`config.mk`:
```
export PLATFORM = sky130hd
export DESIGN_NAME = spec_ld_table
export DESIGN_NICKNAME = d
export VERILOG_FILES = /design/src/rtl/sltab_pkg.sv /design/src/rtl/sltab_match.sv /design/src/rtl/sltab_alloc.sv /design/src/rtl/spec_ld_table.sv
export SDC_FILE = /design/constraint.sdc
export NUM_CORES = 1
export LEC_CHECK = 0
export ABC_AREA = 1
export BUFFER_PORTS_ARGS = -buffer_cell sky130_fd_sc_hd__clkbuf_2
export CAP_MARGIN = 40
export CELL_PAD_IN_SITES_DETAIL_PLACEMENT = 0
export CELL_PAD_IN_SITES_GLOBAL_PLACEMENT = 1
export CORE_ASPECT_RATIO = 0.9
export CORE_MARGIN = 3
export CORE_UTILIZATION = 44
export CTS_CLUSTER_DIAMETER = 60
export CTS_CLUSTER_SIZE = 20
export DETAILED_ROUTE_END_ITERATION = 10
export PLACE_DENSITY_LB_ADDON = 0.1
export SYNTH_ARGS = -nofsm -noshare
export SYNTH_HDL_FRONTEND = slang
export SYNTH_SLANG_ARGS = --single-unit
```
`constraint.sdc`:
```
create_clock -name clk -period 2.6 [get_ports clk]
set_input_delay 0.52 -clock clk [delete_from_list [all_inputs] [get_ports clk]]
set_output_delay 0.52 -clock clk [all_outputs]
set_load 0.02 [all_outputs]
```
`src/rtl/sltab_pkg.sv`:
```
package sltab_pkg;
    localparam int unsigned DEF_ENTRIES = 8;
    localparam int unsigned DEF_ADDR_W  = 32;
    localparam int unsigned DEF_TAG_W   = 7;
    localparam int unsigned DEF_OFFS_W  = 3;

    // how the insert slot was chosen
    typedef enum logic [1:0] {
        SLOT_REUSE = 2'd0,
        SLOT_FREE  = 2'd1,
        SLOT_EVICT = 2'd2
    } slot_src_e;

    // registered check answer
    typedef struct packed {
        logic done;
        logic ok;
    } chk_res_t;
endpackage

```
`src/rtl/sltab_match.sv`:
```
module sltab_match #(
    parameter int unsigned ENTRIES = 8,
    parameter int unsigned ADDR_W  = 32,
    parameter int unsigned TAG_W   = 7,
    parameter int unsigned OFFS_W  = 3
) (
    input  logic [ENTRIES-1:0]             vld_q,
    input  logic [ENTRIES-1:0][ADDR_W-1:0] addr_q,
    input  logic [ENTRIES-1:0][TAG_W-1:0]  tag_q,
    input  logic [ADDR_W-1:0]              st_addr,
    input  logic [TAG_W-1:0]               ins_tag,
    input  logic [TAG_W-1:0]               chk_tag,
    output logic [ENTRIES-1:0]             st_hit,
    output logic [ENTRIES-1:0]             ins_hit,
    output logic [ENTRIES-1:0]             chk_hit
);
    // the byte-offset bits take no part in the compare
    localparam logic [ADDR_W-1:0] WORD_MASK = ~((ADDR_W'(1) << OFFS_W) - ADDR_W'(1));

    for (genvar i = 0; i < ENTRIES; i++) begin : g_cmp
        assign st_hit[i]  = vld_q[i] && (((addr_q[i] ^ st_addr) & WORD_MASK) == '0);
        assign ins_hit[i] = vld_q[i] && (tag_q[i] == ins_tag);
        assign chk_hit[i] = vld_q[i] && (tag_q[i] == chk_tag);
    end
endmodule

```
`src/rtl/sltab_alloc.sv`:
```
module sltab_alloc
    import sltab_pkg::*;
#(
    parameter int unsigned ENTRIES = 8,
    localparam int unsigned IDX_W  = $clog2(ENTRIES)
) (
    input  logic [ENTRIES-1:0] vld_q,
    input  logic [ENTRIES-1:0] tag_hit,
    input  logic [IDX_W-1:0]   rr_q,
    output logic [IDX_W-1:0]   slot,
    output slot_src_e          src
);
    logic [IDX_W-1:0] hit_idx;
    logic [IDX_W-1:0] free_idx;

    always_comb begin
        hit_idx  = '0;
        free_idx = '0;
        for (int i = ENTRIES - 1; i >= 0; i--) begin
            if (tag_hit[i]) hit_idx  = IDX_W'(i);
            if (!vld_q[i])  free_idx = IDX_W'(i);
        end
    end

    always_comb begin
        if (|tag_hit) begin
            slot = hit_idx;
            src  = SLOT_REUSE;
        end else if (!(&vld_q)) begin
            slot = free_idx;
            src  = SLOT_FREE;
        end else begin
            slot = rr_q;
            src  = SLOT_EVICT;
        end
    end
endmodule

```
`src/rtl/spec_ld_table.sv`:
```
module spec_ld_table
    import sltab_pkg::*;
#(
    parameter int unsigned ENTRIES = DEF_ENTRIES,
    parameter int unsigned ADDR_W  = DEF_ADDR_W,
    parameter int unsigned TAG_W   = DEF_TAG_W,
    parameter int unsigned OFFS_W  = DEF_OFFS_W
) (
    input  logic              clk,
    input  logic              rst,
    input  logic              ins_valid,
    input  logic [ADDR_W-1:0] ins_addr,
    input  logic [TAG_W-1:0]  ins_tag,
    input  logic              st_valid,
    input  logic [ADDR_W-1:0] st_addr,
    input  logic              chk_valid,
    input  logic [TAG_W-1:0]  chk_tag,
    input  logic              chk_clear,
    input  logic              flush,
    output logic              chk_done,
    output logic              chk_ok,
    output logic              chk_fixup
);
    localparam int unsigned IDX_W = $clog2(ENTRIES);
    localparam logic [IDX_W-1:0] RR_LAST = IDX_W'(ENTRIES - 1);

    logic [ENTRIES-1:0]             vld_q, vld_d;
    logic [ENTRIES-1:0][ADDR_W-1:0] addr_q;
    logic [ENTRIES-1:0][TAG_W-1:0]  tag_q;
    logic [IDX_W-1:0]               rr_q, rr_d;
    chk_res_t                       res_q, res_d;

    logic [ENTRIES-1:0] st_hit, ins_hit, chk_hit;
    logic [IDX_W-1:0]   slot;
    slot_src_e          src;

    sltab_match #(
        .ENTRIES(ENTRIES), .ADDR_W(ADDR_W), .TAG_W(TAG_W), .OFFS_W(OFFS_W)
    ) u_match (
        .vld_q   (vld_q),
        .addr_q  (addr_q),
        .tag_q   (tag_q),
        .st_addr (st_addr),
        .ins_tag (ins_tag),
        .chk_tag (chk_tag),
        .st_hit  (st_hit),
        .ins_hit (ins_hit),
        .chk_hit (chk_hit)
    );

    sltab_alloc #(.ENTRIES(ENTRIES)) u_alloc (
        .vld_q   (vld_q),
        .tag_hit (ins_hit),
        .rr_q    (rr_q),
        .slot    (slot),
        .src     (src)
    );

    // update order: check-clear, store kill, insert, flush overrides all
    always_comb begin
        vld_d = vld_q;
        if (chk_valid && chk_clear) vld_d = vld_d & ~chk_hit;
        if (st_valid)               vld_d = vld_d & ~st_hit;
        if (ins_valid)              vld_d[slot] = 1'b1;
        if (flush)                  vld_d = '0;
    end

    always_comb begin
        rr_d = rr_q;
        if (flush) begin
            rr_d = '0;
        end else if (ins_valid && (src == SLOT_EVICT)) begin
            rr_d = (rr_q == RR_LAST) ? '0 : rr_q + IDX_W'(1);
        end
    end

    // the check reads the state held at the start of the cycle
    always_comb begin
        res_d.done = chk_valid;
        res_d.ok   = chk_valid && (|chk_hit);
    end

    always_ff @(posedge clk) begin
        if (rst) begin
            vld_q <= '0;
            rr_q  <= '0;
            res_q <= '0;
        end else begin
            vld_q <= vld_d;
            rr_q  <= rr_d;
            res_q <= res_d;
        end
    end

    always_ff @(posedge clk) begin
        if (ins_valid) begin
            addr_q[slot] <= ins_addr;
            tag_q[slot]  <= ins_tag;
        end
    end

    assign chk_done  = res_q.done;
    assign chk_ok    = res_q.ok;
    assign chk_fixup = res_q.done & ~res_q.ok;
endmodule

```
==> results.py <==
metrics = {
    "critical_path": {
        "cp.required_ns": 2.83,
        "r2r-start": "tag_q[32]",
        "critPathLaunchType": "flop",
        "cp-end-kind": "flop",
        "r2r_setup_slack_ns": 0.22,
        "arrival_ns": 2.62,
        "crit_path_max_incr_delay_ns": 0.43,
        "cpMostUsedCell": "nand3_1",
        "crit_fanout": 29,
        "crit_chain": "xnor2_1 > nand3_1 > nor2_1 > nor2_1 > nand3_1 > nand3_1 > nor2_2 > nand3_2 > clkinvlp_4 > buf_12",
        "r2r_cells": 10,
        "regToRegEndpoint": "addr_q[159]",
        "slowest_stage": "edfxtp_1",
        "crit_type": "reg -> reg",
    },
    "placed_design": {
        "io_buffers": 81,
        "placed_area_sq_um": 15910,
        "dpl_worst_slack_ns": -0.1856,
        "hpwl_microns": 29110,
        "gp_congestion": 0.8670,
        "place_inst": 1820,
    },
    "power_and_ir_drop": {
        "power_frac_seq_pct": 52.1,
        "power_frac_comb_pct": 7.4,
        "p_sw_share_pct": 24.07,
        "p_sw_mw": 2.492,
        "p_clk_share_pct": 40.5,
        "vdd_ir_drop_max_v": 0.0004725,
        "p_int_mw": 7.861,
        "power_density_nw_per_um2": 614.5,
        "leakage_nw": 6.246,
    },
    "synthesis": {
        "syn-cell-area_sq_um": 14220,
        "synth-edff-count": 288,
        "ys_top_cells_by_area": "edfxtp_1 (61%), nand2_1 (6.9%), xor2_1 (6.0%), xnor2_1 (4.8%), inv_1 (2.6%)",
        "syn_avg_cell_area_sq_um": 11.14,
        "synth_nets": 1364,
        "yosysWarnings": 0,
        "post-synth-top-area-cell": "edfxtp_1",
        "synthCells": 1277,
        "synth_commonest_cells": "edfxtp_1 (288), nand2_1 (260), inv_1 (98)",
        "synth_sequential_area_ratio_pct": 62.64,
        "synthFlopType": "edfxtp_1",
        "yosysMostFrequentCell": "edfxtp_1",
        "netlist.area_leader.share_pct": 60.81,
        "synth_cell_types": 48,
        "ys_seq_elements": 301,
        "async_flop_share_pct": 0,
    },
    "clock_tree": {
        "cts_root_buffer": "clkbuf_16",
        "clk_path_buf_depth": 3,
        "cts_num_sinks": 301,
        "insertion_delay_ns": 0.56,
        "numCtsBuffers": 26,
        "path_clk_slew_ns": 0.08,
        "cts_hold_buf": 0,
        "cts_tree": "built",
        "cts_setup_buffers": 0,
        "cts_resized": 0,
        "cts.htree.levels": 1,
    },
    "hold_path": {
        "min_to": "chk_done",
        "hold_depth": 2,
        "worstHoldPathType": "in -> reg",
        "worstHoldStart": "rst",
    },
    "status": {
        "status": "complete, no violations",
    },
    "run": {
        "max-cap-violations": 0,
    },
    "routing": {
        "vias": 9706,
        "route.detailed.drc": 0,
        "viasPerCell": 5.199,
        "final_antenna_net_count": 0,
        "drtIter0Drc": 727,
        "wl_per_cell_microns": 20.65,
        "first_pass_iters": 7,
        "totalWireLength_microns": 38550,
    },
    "floorplanning": {
        "coreArea_sq_um": 31370,
        "die_h_microns": 176.6,
        "num_rows": 61,
        "pin_count": 88,
        "start_util_pct": 45.34,
        "die_area_sq_um": 34520,
        "die_x_microns": 195.5,
    },
    "timing": {
        "fin_ws_ns": 0.2155,
        "rsz0062_at_grt": "false",
        "fmax_mhz": 419.4,
        "drv_slew": 0,
        "relSlewSlack_pct": 67.18,
        "skew_ns": 0.02433,
        "fin_crit_sh_pct": 91.71,
        "period_needed_ns": 2.385,
        "finalSetupViolCount": 0,
        "hold_violations": 0,
        "tightest_slew_ns": 0.4799,
    },
    "cells_and_area": {
        "area_growth_pct": 18.47,
        "fin_nets": 1526,
        "final_util_pct": 53.71,
        "fillers": 2776,
        "stdcell_count": 1867,
        "drive_gt1_share_pct": 19.20,
        "design_area_sq_um": 16850,
        "num_antenna_cells": 0,
    },
    "global_route": {
        "gr-total-overflow": 0,
        "grt_pass1_wl_microns": 57760,
        "grt_max_degree": 30,
        "antenna_found_initial": 0,
        "grt_pass1_vias": 9378,
        "grt_usage_pct": 22.29,
    },
}
area by class of cell:
class	count	area (sq um)	area share, %
clock buffer	30	686.9	4.077
tap	409	511.7	3.038
timing repair buffer	178	1334	7.917
sequential	301	8909	52.88
multi-input combinational	827	4726	28.05
inverter	105	426.7	2.532
clock inverter	17	254.0	1.508
placed cells by master (no fill, tap or decap), drive strengths merged, types with 2 or more instances in the layout:
cell type    n
and2         3
nand3       33
o22ai       13
a211oi      22
nor3        22
nor4        12
or2         12
o211ai       3
a21oi       24
a221oi       3
clkbuf     111
buf         97
o21ai       71
nand4       36
nand3b       2
nand2      272
clkinv       7
xnor2       78
dfxtp       13
o2111ai     13
clkinvlp    10
ha           2
nor2       100
inv        103
nor4b        2
bufinv       2
edfxtp     288
xor2        97
critical path, delay by kind of cell, from the launching register on:
family,cells,cell delay [ns]
simple gates,7,1.00
xor+xnor,1,0.28
flops,1,0.43
buf+inv,2,0.34
metal layers:
metal | global-route usage (%) | part of all wire (%) | vias to the layer above
li1 | - | - | 4736
met2 | 32.53 | 42 | 234
met5 | 0 | 0 | -
met3 | 4.198 | 6.1 | 42
met4 | 3.802 | 1.6 | 0
met1 | 35.16 | 50 | 4694
cells by family after synthesis:
logic type,share of synthesized area (%)
AOI/OAI and AO/OA,6.757
xor gates and xnor gates,10.78
adders and majority gates,0.1759
buffers and inverters,4.267
DFF,62.64
and+or+nand+nor,15.38
sequential cells by signal, indices dropped and copies added, names as in the netlist:
register	cells
chk_ok	1
vld_q	8
addr_q	232
rr_q	3
chk_done	1
tag_q	56
how the worst max path moves through the flow:
stage	from	endpoint	slack (ns)	cells after the start
after floorplan	ins_tag[1]	addr_q[100]	0.002	19
after global placement	ins_tag[0]	addr_q[95]	-0.18	14
after detailed placement	ins_tag[0]	addr_q[159]	-0.19	13
after CTS	tag_q[32]	addr_q[159]	0.22	10
after global routing	tag_q[50]	tag_q[49]	0.05	17
final	tag_q[32]	addr_q[159]	0.22	10
stage by stage:
| stage | setup TNS [ns] | total power [mW] | hold slack (ns) |
|---|---|---|---|
| floorplan | 0 | 5.904 | 0.4578 |
| global placement | -39.39 | 6.261 | 0.4796 |
| detailed placement | -39.42 | 6.272 | 0.4905 |
| CTS | 0 | 10.45 | 0.1432 |
| global route | 0 | 10.73 | 0.1636 |
| finish | 0 | 10.35 | 0.1534 |
power groups by stage:
stage	clock network, mW	registers (mW)	logic (mW)
after detailed placement	0	5.50	0.772
after CTS	4.29	5.39	0.776
after global placement	0	5.50	0.762
after floorplan	0	5.50	0.409
final	4.19	5.39	0.771
after global routing	4.48	5.39	0.849
No activity file was read; power rests on OpenSTA's default activity.
